[config.mk]
export PLATFORM = sky130hd
export DESIGN_NAME = lp_sequencer
export DESIGN_NICKNAME = d
export VERILOG_FILES = /design/src/rtl/lp_pkg.sv /design/src/rtl/lp_tick_gen.sv /design/src/rtl/lp_idle_timer.sv /design/src/rtl/lp_settle_timer.sv /design/src/rtl/lp_sequencer.sv
export SDC_FILE = /design/constraint.sdc
export NUM_CORES = 1
export LEC_CHECK = 0
export BUFFER_PORTS_ARGS = -buffer_cell sky130_fd_sc_hd__clkbuf_2
export CAP_MARGIN = 20
export CORE_MARGIN = 3
export CORE_UTILIZATION = 45
export DETAILED_ROUTE_END_ITERATION = 12
export HOLD_SLACK_MARGIN = 0.08
export MAX_ROUTING_LAYER = met4
export PLACE_DENSITY = 0.62
export REMOVE_ABC_BUFFERS = 1
export SLEW_MARGIN = 40
export SYNTH_ARGS = -nofsm -noshare
export SYNTH_HDL_FRONTEND = slang
export SYNTH_HIERARCHICAL = 1
export SYNTH_SLANG_ARGS = --single-unit
export TNS_END_PERCENT = 1
[constraint.sdc]
create_clock -name clk_i -period 2.4 [get_ports clk_i]
set_input_delay 0.12 -clock clk_i [delete_from_list [all_inputs] [get_ports clk_i]]
set_output_delay 0.12 -clock clk_i [all_outputs]
set_load 0.01 [all_outputs]
[src/rtl/lp_pkg.sv]
package lp_pkg;
  typedef enum logic [1:0] {
    ST_RUN  = 2'd0,
    ST_DOWN = 2'd1,
    ST_WAKE = 2'd2
  } lp_state_e;
endpackage

[src/rtl/lp_tick_gen.sv]
module lp_tick_gen #(
  parameter int unsigned DIV = 4
) (
  input  logic clk_i,
  input  logic rst_ni,
  input  logic en_i,
  output logic tick_o
);
  localparam int unsigned W = (DIV > 1) ? $clog2(DIV) : 1;

  logic [W-1:0] div_q;

  assign tick_o = en_i && (div_q == W'(DIV - 1));

  always_ff @(posedge clk_i or negedge rst_ni) begin
    if (!rst_ni)      div_q <= '0;
    else if (!en_i)   div_q <= '0;
    else if (tick_o)  div_q <= '0;
    else              div_q <= div_q + 1'b1;
  end
endmodule

[src/rtl/lp_idle_timer.sv]
module lp_idle_timer #(
  parameter int unsigned TICKS = 25
) (
  input  logic clk_i,
  input  logic rst_ni,
  input  logic en_i,
  input  logic tick_i,
  output logic expired_o
);
  localparam int unsigned W = $clog2(TICKS + 1);

  logic [W-1:0] cnt_q;

  assign expired_o = (cnt_q == W'(TICKS));

  // saturates at TICKS; any drop of en_i restarts the interval
  always_ff @(posedge clk_i or negedge rst_ni) begin
    if (!rst_ni)                     cnt_q <= '0;
    else if (!en_i)                  cnt_q <= '0;
    else if (tick_i && !expired_o)   cnt_q <= cnt_q + 1'b1;
  end
endmodule

[src/rtl/lp_settle_timer.sv]
module lp_settle_timer #(
  parameter int unsigned CYCLES = 16
) (
  input  logic clk_i,
  input  logic rst_ni,
  input  logic en_i,
  output logic done_o
);
  localparam int unsigned W = (CYCLES > 1) ? $clog2(CYCLES) : 1;

  logic [W-1:0] cnt_q;

  assign done_o = en_i && (cnt_q == W'(CYCLES - 1));

  always_ff @(posedge clk_i or negedge rst_ni) begin
    if (!rst_ni)      cnt_q <= '0;
    else if (!en_i)   cnt_q <= '0;
    else if (!done_o) cnt_q <= cnt_q + 1'b1;
  end
endmodule

[src/rtl/lp_sequencer.sv]
module lp_sequencer
  import lp_pkg::*;
#(
  parameter int unsigned TICK_DIV      = 4,
  parameter int unsigned IDLE_TICKS    = 25,
  parameter int unsigned STABLE_CYCLES = 16
) (
  input  logic clk_i,
  input  logic rst_ni,
  input  logic idle_i,
  input  logic host_acc_i,
  input  logic dsr_wr_i,
  input  logic dsr_lp_bit_i,
  input  logic mode_wr_i,
  input  logic mode_lp_bit_i,
  input  logic mode_auto_bit_i,
  input  logic dsr_srst_i,
  input  logic dor_srst_i,
  output logic osc_en_o,
  output logic rqm_o,
  output logic dsr_lp_o
);
  lp_state_e st_q, st_d;

  logic wake;
  logic dsr_lp_q, dsr_lp_d;
  logic mode_lp_q, mode_lp_d;
  logic auto_q;
  logic lp_req;
  logic timer_en, tick, idle_expired;
  logic settle_en, settle_done;

  assign wake = host_acc_i | dsr_srst_i | dor_srst_i;

  // manual bits: a wake event out of power-down clears them and beats a write
  always_comb begin
    dsr_lp_d  = dsr_lp_q;
    mode_lp_d = mode_lp_q;
    if (st_q == ST_DOWN && wake) begin
      dsr_lp_d  = 1'b0;
      mode_lp_d = 1'b0;
    end else begin
      if (dsr_wr_i)  dsr_lp_d  = dsr_lp_bit_i;
      if (mode_wr_i) mode_lp_d = mode_lp_bit_i;
    end
  end

  assign lp_req = dsr_lp_d | mode_lp_d;

  always_ff @(posedge clk_i or negedge rst_ni) begin
    if (!rst_ni) begin
      dsr_lp_q  <= 1'b0;
      mode_lp_q <= 1'b0;
      auto_q    <= 1'b0;
    end else begin
      dsr_lp_q  <= dsr_lp_d;
      mode_lp_q <= mode_lp_d;
      if (mode_wr_i) auto_q <= mode_auto_bit_i;
    end
  end

  assign timer_en  = idle_i && (st_q == ST_RUN);
  assign settle_en = (st_q == ST_WAKE);

  lp_tick_gen #(.DIV(TICK_DIV)) u_tick (
    .clk_i  (clk_i),
    .rst_ni (rst_ni),
    .en_i   (timer_en),
    .tick_o (tick)
  );

  lp_idle_timer #(.TICKS(IDLE_TICKS)) u_idle (
    .clk_i     (clk_i),
    .rst_ni    (rst_ni),
    .en_i      (timer_en),
    .tick_i    (tick),
    .expired_o (idle_expired)
  );

  lp_settle_timer #(.CYCLES(STABLE_CYCLES)) u_settle (
    .clk_i  (clk_i),
    .rst_ni (rst_ni),
    .en_i   (settle_en),
    .done_o (settle_done)
  );

  always_comb begin
    st_d = st_q;
    unique case (st_q)
      ST_RUN:  if (lp_req || (auto_q && idle_expired)) st_d = ST_DOWN;
      ST_DOWN: if (wake) st_d = ST_WAKE;
      ST_WAKE: if (settle_done) st_d = lp_req ? ST_DOWN : ST_RUN;
      default: st_d = ST_WAKE;
    endcase
  end

  // hardware reset behaves like a fresh oscillator start
  always_ff @(posedge clk_i or negedge rst_ni) begin
    if (!rst_ni) st_q <= ST_WAKE;
    else         st_q <= st_d;
  end

  assign osc_en_o = (st_q != ST_DOWN);
  assign rqm_o    = (st_q == ST_RUN);
  assign dsr_lp_o = dsr_lp_q;
endmodule

* Word-level counts from Yosys, hierarchy flattened
Cells that the tools add are included.
** Cells by class
- $add $sub $neg :: 3
- Eq/ne operators :: 11
- Multiplexer cells :: 15
- Bitwise operators :: 3
- Reduce and logical (&&, ||, !) cells :: 10
** Operators with widths (number)
- 2-bit 2-to-1 mux :: 5
- 5-bit 2-to-1 mux :: 2
- 4-bit 2-to-1 mux :: 2
- 2-bit != test, second input constant :: 4
- 1-bit logical AND :: 6
- 2-bit one-hot mux with 3 select lines :: 1
- 5-bit by 1-bit adder with 5-bit output, second input constant :: 1
- 5-bit == test, second input constant :: 1
- 1-bit 2-to-1 mux :: 5
- 4-bit by 1-bit adder with 4-bit output, second input constant :: 1
- 2-bit == test, second input constant :: 2
- 4-bit == test, second input constant :: 1
- 2-bit by 1-bit != test with 1-bit output, second input constant :: 2
- 1-bit OR :: 3
- 3-bit AND reduction :: 1
- 2-bit by 1-bit adder with 2-bit output, second input constant :: 1
- 2-bit by 1-bit == test with 1-bit output, second input constant :: 1
- 2-bit logical NOT :: 1
- 1-bit logical NOT :: 1
- 1-bit logical OR :: 1
** Word-level totals
- Bits in registers :: 16
- Bits of input ports :: 11

* Longest topological paths before layout
Gate-level depths: netlist (run 1).
- Depth in word-level cells :: 8
- Gate-level depth with buffers :: 6

* Hierarchy
The synthesis (run 1) kept the hierarchy.
** By module, submodules not included
- lp_idle_timer :: times used 1, cells each 25, area an instance 272.8 µm²
- lp_sequencer :: times used 1, cells each 24, area an instance 261.5 µm²
- lp_settle_timer :: times used 1, cells each 20, area an instance 212.7 µm²
- lp_tick_gen :: times used 1, cells each 6, area an instance 91.3 µm²

* Worst setup path after synthesis (run 1)
Ideal clock, no wire load.
- Path type :: reg2reg
- Start :: register st_q[0]
- End :: register u_idle.cnt_q[2]
- Arrival time :: 1.546 ns
- Data required time :: 2.322 ns
- Setup slack :: 0.776 ns
- Stages on the path, launching flop included :: 7
- Buffers on the path :: 0
- Cells stage by stage :: dfrtp_1 nor2_1 and2_1 and2_2 nand2_1 or3_1 a21boi_1
** Between the ends
- Longest elaborated chain between the ends :: 5
- Elaborated cells on any way between the ends :: 6
** Ends and longest elaborated chain
- start, declared :: line lp_sequencer.sv:23 : lp_state_e st_q, st_d;
- start signal, assigned :: line lp_sequencer.sv:100 : else st_q <= st_d;
- 2-bit logical NOT
- via rqm_o :: line lp_sequencer.sv:20 : output logic rqm_o,
- 1-bit logical AND :: line lp_sequencer.sv:62 : assign timer_en = idle_i && (st_q == ST_RUN);
- via timer_en :: line lp_sequencer.sv:30 : logic timer_en, tick, idle_expired;
- 1-bit logical AND :: line lp_tick_gen.sv:13 : assign tick_o = en_i && (div_q == W'(DIV - 1));
- via tick :: line lp_sequencer.sv:30
- 1-bit logical AND :: line lp_idle_timer.sv:20 : else if (tick_i && !expired_o) cnt_q <= cnt_q + 1'b1;
- 2-bit != test (no source line)
- end signal, assigned :: line lp_idle_timer.sv:20
- end, declared :: line lp_idle_timer.sv:12 : logic [W-1:0] cnt_q;
The timed path passes the listed nets, and every way through them passes these cells.
A chain may end at the register's enable or synchronous reset.

* Worst setup path after layout (run 1)
- Start :: register st_q[0]
- End :: register u_idle.cnt_q[2]
** Between the ends
- Longest elaborated chain between the ends :: 5
- Elaborated cells on any way between the ends :: 6
** Ends and longest elaborated chain (line)
- 2-bit logical NOT :: lp_sequencer.sv:62
- 1-bit logical AND :: lp_sequencer.sv:62
- via timer_en :: lp_sequencer.sv:30
- 1-bit logical AND :: lp_tick_gen.sv:13
- via tick :: lp_sequencer.sv:30
- 1-bit logical AND :: lp_idle_timer.sv:20
- 2-bit != test (no source line)
The timed path passes the listed nets, and every way through them passes these cells.

==> key figures, run 1 <==
Clock network
  – Total of cells resized after clock tree synthesis: 0
  – Worst-skew pair later-pin latency: 0.28 ns
  – Total CTS buffers: 3
  – Clock slew at reported path FFs: 0.09 ns
  – TritonCTS clock tree: yes
  – H-Tree Depth: 1
  – Clock tree buffer depth: 2
  – Clock sink total: 16
  – Master cell of the clock root buffer: clkbuf_4

Setup path
  – CP max stage delay: 0.46 ns
  – Kind of cell adding the most delay to the critical path: simple AND/OR/NAND/NOR gates
  – Worst flop-to-flop path startpoint: st_q[0]$_DFFE_PN0P_
  – Cells along the critical path: nor2_1 -> and2_1 -> and2_2 -> nand2_1 -> or3_1 -> a21boi_1
  – Count of buffering cells on the critical path with inverters included: 0
  – Critical Path Fanout Max: 9
  – Type of element launching the critical path: register
  – CP Class: reg2reg
  – Req. time, crit path: 2.62 ns
  – Launching element of the worst setup path: st_q[0]$_DFFE_PN0P_
  – Standard cell with the maximum stage delay on the critical path: dfrtp_1
  – Crit. End Element: register
  – Arr. time, crit path: 1.96 ns

Logic synthesis
  – Most frequently used cell type in the post-synthesis netlist: dfrtp_1
  – Share of the yosys chip area belonging to registers: 0.479
  – Yosys top cell area share: 0.448
  – Synth unique cells: 34
  – Cells after synthesis: 75
  – Yosys Warn Count: 6
  – Flop and latch count out of synthesis: 16
  – Cell types with the largest area share after synthesis: dfrtp_1 (45%), ha_1 (6.0%), mux2i_1 (4.8%)
  – Synth async-reset ratio: 1.00
  – Commonest register cell after synthesis: dfrtp_1
  – Netlist area before placement: 838 sq um
  – Area leader, netlist: dfrtp_1
  – Average instance area after synthesis: 11.2 sq um
  – Number of flops mapped to enable cells by yosys: 0
  – Top cells by count, synth: dfrtp_1 (15), nand2_1 (8)

Die
  – Die Area: 2420 sq um
  – Chip height: 49.2 microns
  – Row Count: 14
  – Top Ports: 14
  – Horizontal die dimension: 49.2 microns
  – Core area: 1630 sq um
  – Initial Utilization: 0.515

Global route
  – First-pass GRT wire length: 2.29 mm
  – Overall fraction of global-route tracks in use: 0.133
  – Number of global-route vias before repair: 530
  – Number of antenna violations at the first check in global routing: 0
  – Maximum number of pins on one net before global-route repair: 17
  – GRT overflow: 0

Timing
  – Maximum frequency from static timing analysis: 0.575 GHz
  – WHS: 0.106 ns
  – Final setup margin: 0.661 ns
  – Min Clock Period, post-route: 1.74 ns
  – Post-route clock skew: 0.00261 ns
  – Final total negative setup slack: 0 ns
  – Measured slew at the worst slew-check pin: 0.451 ns
  – Hold Vio Cnt, Final: 0
  – Endpoints failing setup: 0
  – Fin crit share: 0.725
  – Headroom to the max-slew limit: 0.699
  – Unrepaired setup endpoints after global routing: no
  – Number of pins exceeding their max-slew limit in the final report: 0

Power and ir drop
  – Peak VDD IR: 454 uV
  – Pwr/cell area: 754 nW/um^2
  – Pleak: 0.460 nW
  – Design Power: 739 uW

Cells and area
  – Summed area of non-filler cells in the final layout: 980 sq um
  – Final standard cell count with taps included and fillers excluded: 118
  – Number of nets in the layout: 110
  – Area delta synth->final: 16.9%
  – Final Core Density: 0.601
  – Diodes inserted: 0
  – Share of layout cells above drive strength 1: 0.298

Detailed routing
  – Routed wirelength normalized by instance count: 11.8 microns
  – Router iterations before antenna repair: 3
  – Overall routed net length: 1.39 mm
  – Number of routed nets with antenna violations: 0
  – Detailed-route DRC error count: 0
  – Initial DRC Count: 11
  – Vias per std cell: 5.06
  – Number of vias in the routed layout: 597

Place
  – Post-DP HPWL: 1.02 mm
  – Port Buf Inserts: 13
  – Post-placement cell area: 933 sq um
  – Pre-CTS worst setup slack: 0.686 ns
  – Routability-driven placement congestion ratio: 0.755
  – Number of placed instances with taps included: 112

Min path
  – Hold Crit Start: mode_wr_i
  – Worst hold path class: in2reg

Flow run
  – Number of max-cap violations: 0

Status
  – Result of the run: finished clean
per-layer routing:
layer / track usage / routed length (microns) / vias to the layer above / share of wire
met5: - / 0 / - / 0
met4: 0.0995 / 40 / 0 / 0.029
met3: 0.0398 / 66 / 5 / 0.047
met2: 0.185 / 585 / 13 / 0.42
met1: 0.159 / 700 / 274 / 0.50
li1: - / - / 305 / -
where the power goes:
group	internal (mW)	total, mW	leakage [nW]	switching [mW]
sequential	0.328	0.386	0.206	0.0584
clock	0.0646	0.149	0.0150	0.0844
combinational	0.102	0.203	0.239	0.101
repair_timing:
action                    CTS  global route
setup buffers               0             0
hold buffers                2             0
hold endpoints to repair   17             0
final timing paths:
kind / end / depth (start not counted) / slack [ns]
worst max-delay path: u_idle/cnt_q[2]$_DFFE_PN0P_ / 6 / 0.66
worst min-delay path: auto_q$_DFFE_PN0P_ / 2 / 0.11
worst max register to register: u_idle/cnt_q[2]$_DFFE_PN0P_ / 6 / 0.66
worst min register to register: u_tick/div_q[0]$_DFF_PN0_ / 1 / 0.46
max in group asynchronous: st_q[1]$_DFFE_PN1P_ / 2 / 1.80
min in group asynchronous: auto_q$_DFFE_PN0P_ / 2 / 0.28
cell families (layout without fill, tap and decap cells):
| family | Yosys count | count (layout) | synth area share |
|---|---|---|---|
| and+or+nand+nor | 32 | 32 | 0.258 |
| DFF | 16 | 16 | 0.479 |
| AOI/OAI and AO/OA | 12 | 12 | 0.103 |
| muxes | 5 | 5 | 0.0612 |
| adders and majority gates | 4 | 4 | 0.0597 |
| buffers and inverters | 4 | 23 | 0.0179 |
| xor gates and xnor gates | 2 | 2 | 0.0209 |
sequential cells by signal (all words and copies together), names as in the netlist:
register / cells
mode_lp_q: 1
st_q: 2
u_idle/cnt_q: 5
auto_q: 1
u_tick/div_q: 2
dsr_lp_o: 1
u_settle/cnt_q: 4
cell type report:
class / count / area, sq um
clock buffers: 4 / 26.3
inverters: 4 / 15.0
well taps: 24 / 30.0
repair buffers: 15 / 85.1
flip-flops and latches: 16 / 402
fillers: 153 / 649
multi-input cells: 55 / 422
layout by cell type (no fill, tap or decap), types with 2 or more instances in the layout:
master and instances:
inv_1 4, and2_1 4, nand2b_1 2, dfrtp_1 15, nor2b_1 2, clkbuf_4 3
o21ai_0 2, clkbuf_2 13, ha_1 4, a21oi_1 3, xnor2_1 2, nor2_1 2
dlygate4sd3_1 2, nand4_1 2, nand2_1 8, mux2i_1 4
No activity file was read; power rests on OpenSTA's default activity.
==> run 2, diff against run 1 <==
ABC_AREA = 1   (was default)
clock period = 1.7 ns   (was 2.4 ns; I/O delays follow)
==> run 2 against run 1 <==
Effect of this change: global-route usage increased by 1.4 points; synthesized cell count increased by 67%; maximum frequency up 21%; clock-buffer cell count stayed put; clock power increased by 66%; die area is 8.6% higher; total power up 57%; sequential share of layout area is 4.8 points lower; routed wire length rose by 14%; largest power group unchanged; critical path type unchanged; flip-flop and latch count did not move; utilization is 0.76 points higher; critical path depth grew 4.
==> key figures, run 2 <==
Timing
  – Maximum frequency from static timing analysis: 0.694 GHz
  – Fin crit share: 0.847
  – Min Clock Period, post-route: 1.44 ns
  – Unrepaired setup endpoints after global routing: no
  – Measured slew at the worst slew-check pin: 0.388 ns
  – Number of pins exceeding their max-slew limit in the final report: 0
  – Endpoints failing setup: 0
  – Post-route clock skew: 0.00306 ns
  – Headroom to the max-slew limit: 0.741
  – Hold Vio Cnt, Final: 0

Cells and area
  – Final standard cell count with taps included and fillers excluded: 173
  – Number of nets in the layout: 164
  – Most common cell after layout, fill and taps aside: nand2_1
  – Max FFs per register: 5
  – Largest registers: u_idle/cnt_q x5, u_settle/cnt_q x4
  – Area delta synth->final: 20.4%
  – Register name with the most flops: u_idle/cnt_q
  – Number of filler instances in the final layout: 178
  – Most used cells in the layout excluding fill and tap cells: nand2_1 (40), inv_1 (23), dfrtp_1 (15)
  – Summed area of non-filler cells in the final layout: 1110 sq um
  – Share of layout cells above drive strength 1: 0.216
  – Diodes inserted: 0

Die
  – Top Ports: 14
  – Chip height: 51.2 microns
  – Horizontal die dimension: 51.2 microns
  – Row Count: 15
  – Die Area: 2630 sq um
  – Core area: 1820 sq um
  – Initial Utilization: 0.506

Detailed routing
  – Detailed-route DRC error count: 0
  – Vias per std cell: 4.37
  – Routed wirelength normalized by instance count: 9.20 microns
  – Router iterations before antenna repair: 4
  – Number of vias in the routed layout: 756
  – Overall routed net length: 1.59 mm
  – Number of routed nets with antenna violations: 0
  – Initial DRC Count: 6

Place
  – Post-DP HPWL: 1.24 mm
  – Number of placed instances with taps included: 165
  – Post-placement cell area: 1030 sq um
  – Routability-driven placement congestion ratio: 0.765
  – Port Buf Inserts: 13

Power and ir drop
  – Pleak: 0.611 nW
  – Design Power: 1.16 mW
  – Pwr/cell area: 1050 nW/um^2
  – Peak VDD IR: 538 uV

Clock network
  – Clock tree buffer depth: 2
  – Clock slew at reported path FFs: 0.09 ns
  – Buffers inserted by post-CTS timing repair: 0
  – Total of cells resized after clock tree synthesis: 0
  – H-Tree Depth: 1
  – Total CTS buffers: 3
  – Master cell of the clock root buffer: clkbuf_4
  – TritonCTS clock tree: yes
  – Clock sink total: 16
  – Worst-skew pair later-pin latency: 0.28 ns
  – Hold buffers post-CTS: 4

Global route
  – Number of global-route vias before repair: 705
  – Maximum number of pins on one net before global-route repair: 17
  – Number of antenna violations at the first check in global routing: 0
  – GRT overflow: 0
  – Overall fraction of global-route tracks in use: 0.146
  – First-pass GRT wire length: 2.79 mm

Setup path
  – Count of buffering cells on the critical path with inverters included: 2
  – Cells along the critical path: inv_1 -> nor2_2 -> nand2_2 -> nor2_4 -> inv_1 -> nand2_1 -> nand2_1 -> a21oi_1 -> nand2_1 -> nand2_1
  – Worst flop-to-flop path startpoint: st_q[1]$_DFFE_PN1P_
  – Standard cell with the maximum stage delay on the critical path: dfstp_2
  – Path length in cells of the critical path: 10
  – Type of element launching the critical path: register
  – Reg-to-reg slack, setup: 0.26 ns
  – Req. time, crit path: 1.93 ns
  – CP max stage delay: 0.57 ns
  – Logic depth of the worst register-to-register path: 10
  – CP Class: reg2reg
  – Kind of cell adding the most delay to the critical path: flip-flops
  – Critical Path Fanout Max: 5
  – Launching element of the worst setup path: st_q[1]$_DFFE_PN1P_
  – Crit. End Element: register
  – Arr. time, crit path: 1.67 ns
  – Most repeated library cell on the critical path: nand2_1

Logic synthesis
  – Average instance area after synthesis: 7.37 sq um
  – Number of flops mapped to enable cells by yosys: 0
  – Area leader, netlist: dfrtp_1
  – Commonest register cell after synthesis: dfrtp_1
  – Synth async-reset ratio: 1.00
  – Cell types with the largest area share after synthesis: dfrtp_1 (41%), nand2_1 (16%), inv_1 (9.4%)
  – Flop and latch count out of synthesis: 16
  – Synth unique cells: 19
  – Netlist area before placement: 921 sq um
  – Yosys top cell area share: 0.408
  – Top cells by count, synth: nand2_1 (40), inv_1 (23), dfrtp_1 (15)
  – Most frequently used cell type in the post-synthesis netlist: nand2_1
  – Share of the yosys chip area belonging to registers: 0.436
  – Yosys Warn Count: 6
  – Cells after synthesis: 125

Status
  – Result of the run: finished clean

Min path
  – Hold Path Stages: 4
  – Worst hold path class: in2reg
  – Hold Crit Start: dor_srst_i

Flow run
  – Number of max-cap violations: 0
[run 2: changes by cell type in the layout (fill, tap and decap cells not counted), moves of 4 or more]
cell / previous run / this run
nand2_1: 8 / 40
inv_1: 4 / 23
nor2_1: 2 / 11
nand3_1: 1 / 7
and2_1: 4 / 0
mux2i_1: 4 / 0
[run 2: layout make-up]
| cell class | count | area [sq um] | area share |
|---|---|---|---|
| sequential | 16 | 402 | 0.362 |
| inverter | 25 | 93.8 | 0.0847 |
| multi-input combinational | 83 | 418 | 0.377 |
| tap | 25 | 31.3 | 0.0282 |
| clock buffer | 4 | 36.3 | 0.0327 |
| timing repair buffer | 20 | 128 | 0.115 |
[run 2: metal layers]
metal	vias to the layer above	wire (microns)	share of wire	GRT usage
li1	423	-	-	-
met1	322	782	0.49	0.180
met2	9	754	0.47	0.230
met3	2	43	0.027	0.0350
met4	0	12	0.0075	0.0655
met5	-	0	0	-
[run 2: path summary, 6_finish.rpt]
check,to
setup / recovery,st_q[1]$_DFFE_PN1P_
min in group asynchronous,dsr_lp_o$_DFF_PN0_
hold reg to reg,u_tick/div_q[0]$_DFF_PN0_
max in group asynchronous,st_q[1]$_DFFE_PN1P_
setup reg to reg,st_q[1]$_DFFE_PN1P_
hold / removal,st_q[0]$_DFFE_PN0P_
[run 2: cell families after synthesis]
kind of cell	synth area share
XOR/XNOR	0.00951
AO/OA/AOI/OAI	0.0489
buffers and inverters	0.110
AND/OR/NAND/NOR	0.341
adder cells (fa/ha/maj)	0.0543
flip-flops	0.436
[run 2: worst register-to-register path, cell delays in order, from the launching register on]
cell	delay (ns)
dfstp_2	0.57
inv_1	0.06
nor2_2	0.11
nand2_2	0.08
nor2_4	0.12
inv_1	0.05
nand2_1	0.07
nand2_1	0.05
a21oi_1	0.14
nand2_1	0.07
nand2_1	0.06
[run 2: power by group]
part           internal [mW]  switching [mW]
logic                  0.163           0.240
registers              0.459          0.0551
clock network          0.130           0.117
total                  0.752           0.411
[run 2: per-stage QoR]
step	hold slack [ns]	setup TNS (ns)	worst slack [ns]	utilization
2_1_floorplan	-0.211	-0.0630	-0.0630	-
3_3_place_gp	0.0312	0	0.257	0.567
3_5_place_dp	0.0317	0	0.264	0.567
4_1_cts	0.0946	0	0.247	0.609
5_1_grt	0.120	0	0.0795	0.609
6_report	0.0999	0	0.260	0.609
==> run 3, diff against run 2 <==
clock period = 1.4 ns   (was 1.7 ns; I/O delays follow)
==> run 3 against run 2 <==
Effect of this change: sequential share of layout area decreased by 2.7 points; routed wire length increased by 8.7%; combinational power increased by 50%; clock skew decreased by 0.0013 ns; largest cell class unchanged; highest routed layer unchanged.
==> key figures, run 3 (synthesis gave the netlist of run 2 again) <==
Cells and area
  – Most common cell after layout, fill and taps aside: nand2_1
  – Area delta synth->final: 30.0%
  – Share of layout cells above drive strength 1: 0.274
  – Most used cells in the layout excluding fill and tap cells: nand2_1 (40), inv_1 (21), dfrtp_1 (15)
  – Number of nets in the layout: 173
  – Diodes inserted: 0
  – Largest registers: u_idle/cnt_q x5, u_settle/cnt_q x4
  – Max FFs per register: 5
  – Register name with the most flops: u_idle/cnt_q
  – Number of filler instances in the final layout: 167
  – Summed area of non-filler cells in the final layout: 1200 sq um

Place
  – Post-placement cell area: 1080 sq um
  – Routability-driven placement congestion ratio: 0.805
  – Pre-CTS worst setup slack: 0.0389 ns
  – Post-DP HPWL: 1.27 mm
  – Port Buf Inserts: 13

Die
  – Core area: 1820 sq um
  – Die Area: 2630 sq um
  – Horizontal die dimension: 51.2 microns
  – Row Count: 15
  – Chip height: 51.2 microns
  – Top Ports: 14
  – Initial Utilization: 0.506

Flow run
  – Number of max-cap violations: 0

Timing
  – Headroom to the max-slew limit: 0.740
  – Post-route clock skew: 0.00180 ns
  – Fin crit share: 0.982
  – Unrepaired setup endpoints after global routing: yes
  – WHS: 0.105 ns
  – Maximum frequency from static timing analysis: 0.727 GHz
  – Final setup margin: 0.0253 ns
  – Number of pins exceeding their max-slew limit in the final report: 0
  – Measured slew at the worst slew-check pin: 0.390 ns
  – Hold Vio Cnt, Final: 0
  – Final total negative setup slack: 0 ns
  – Endpoints failing setup: 0
  – Min Clock Period, post-route: 1.37 ns

Setup path
  – Critical Path Fanout Max: 3
  – Req. time, crit path: 1.63 ns
  – Type of element launching the critical path: register
  – CP Class: reg2reg
  – Reg-to-reg slack, setup: 0.03 ns
  – Launching element of the worst setup path: st_q[1]$_DFFE_PN1P_
  – End of the critical path: st_q[0]$_DFFE_PN0P_
  – Worst flop-to-flop path endpoint: st_q[0]$_DFFE_PN0P_
  – Logic depth of the worst register-to-register path: 10
  – Crit. End Element: register
  – Worst flop-to-flop path startpoint: st_q[1]$_DFFE_PN1P_
  – Arr. time, crit path: 1.60 ns

Global route
  – Overall fraction of global-route tracks in use: 0.168
  – Number of antenna violations at the first check in global routing: 0
  – GRT overflow: 0
  – First-pass GRT wire length: 3.24 mm
  – Maximum number of pins on one net before global-route repair: 17
  – Number of global-route vias before repair: 783

Detailed routing
  – Detailed-route DRC error count: 0
  – Initial DRC Count: 14
  – Overall routed net length: 1.73 mm
  – Router iterations before antenna repair: 5
  – Number of routed nets with antenna violations: 0
  – Vias per std cell: 4.41
  – Number of vias in the routed layout: 803
  – Routed wirelength normalized by instance count: 9.51 microns

Clock network
  – Worst-skew pair later-pin latency: 0.29 ns
  – Clock sink total: 16
  – Clock tree buffer depth: 2
  – TritonCTS clock tree: yes
  – Buffers inserted by post-CTS timing repair: 0
  – Clock slew at reported path FFs: 0.09 ns
  – Total CTS buffers: 3
  – H-Tree Depth: 1
  – Master cell of the clock root buffer: clkbuf_4

Power and ir drop
  – Peak VDD IR: 793 uV
  – Design Power: 1.53 mW
  – Pleak: 0.653 nW
  – Pwr/cell area: 1280 nW/um^2

Min path
  – Hold Crit Start: dsr_lp_bit_i
  – Worst hold path class: in2reg

Status
  – Result of the run: finished clean
## run 3: cell type report
class                           instances  area, sq um  area share
Multi-Input combinational cell         83          432       0.361
Timing Repair Buffer                   29          203       0.169
Tap cell                               25         31.3      0.0261
Inverter                               25         93.8      0.0784
Sequential cell                        16          402       0.335
Clock buffer                            4         36.3      0.0303
## run 3: worst min path at each step
stage	end	slack [ns]	depth (start not counted)
after global placement	u_idle/cnt_q[1]$_DFFE_PN0P_	0.02	1
after global routing	mode_lp_q$_DFF_PN0_	0.13	5
after detailed placement	u_idle/cnt_q[1]$_DFFE_PN0P_	0.01	1
after CTS	dsr_lp_o$_DFF_PN0_	0.09	5
after floorplan	auto_q$_DFFE_PN0P_	-0.23	0
final	dsr_lp_o$_DFF_PN0_	0.10	5
## run 3: what timing repair did
action / 4_1_cts / 5_1_grt
hold buffers: 7 / 0
hold endpoints to repair: 18 / 0
gates resized for setup: 0 / 7
setup endpoints to repair: 0 / 7
## run 3: routing by layer
metal  routed length [microns]  global-route usage  up-vias
met5                         0                   -        -
met4                         6              0.0655        0
met3                        62              0.0379        2
met2                       809               0.255       11
met1                       852               0.219      350
li1                          -                   -      440
## run 3: stage by stage
stage	cells	utilization
final	182	0.658
after global routing	182	0.658
after CTS	182	0.650
after detailed placement	171	0.592
after global placement	171	0.592
after floorplan	124	-
## run 3: power breakdown
group	leakage (nW)	switching, mW	internal, mW
Combinational	0.420	0.344	0.260
Clock	0.0210	0.148	0.158
Sequential	0.212	0.0636	0.557
## run 3: critical path: stages (launching register included)
cell     delay, ns
dfstp_2       0.59
inv_2         0.05
nor2_4        0.11
nand2_2       0.06
nor2_4        0.08
inv_1         0.04
nand2_1       0.07
nand2_1       0.07
a21oi_2       0.13
nand2_1       0.06
nand2_1       0.05
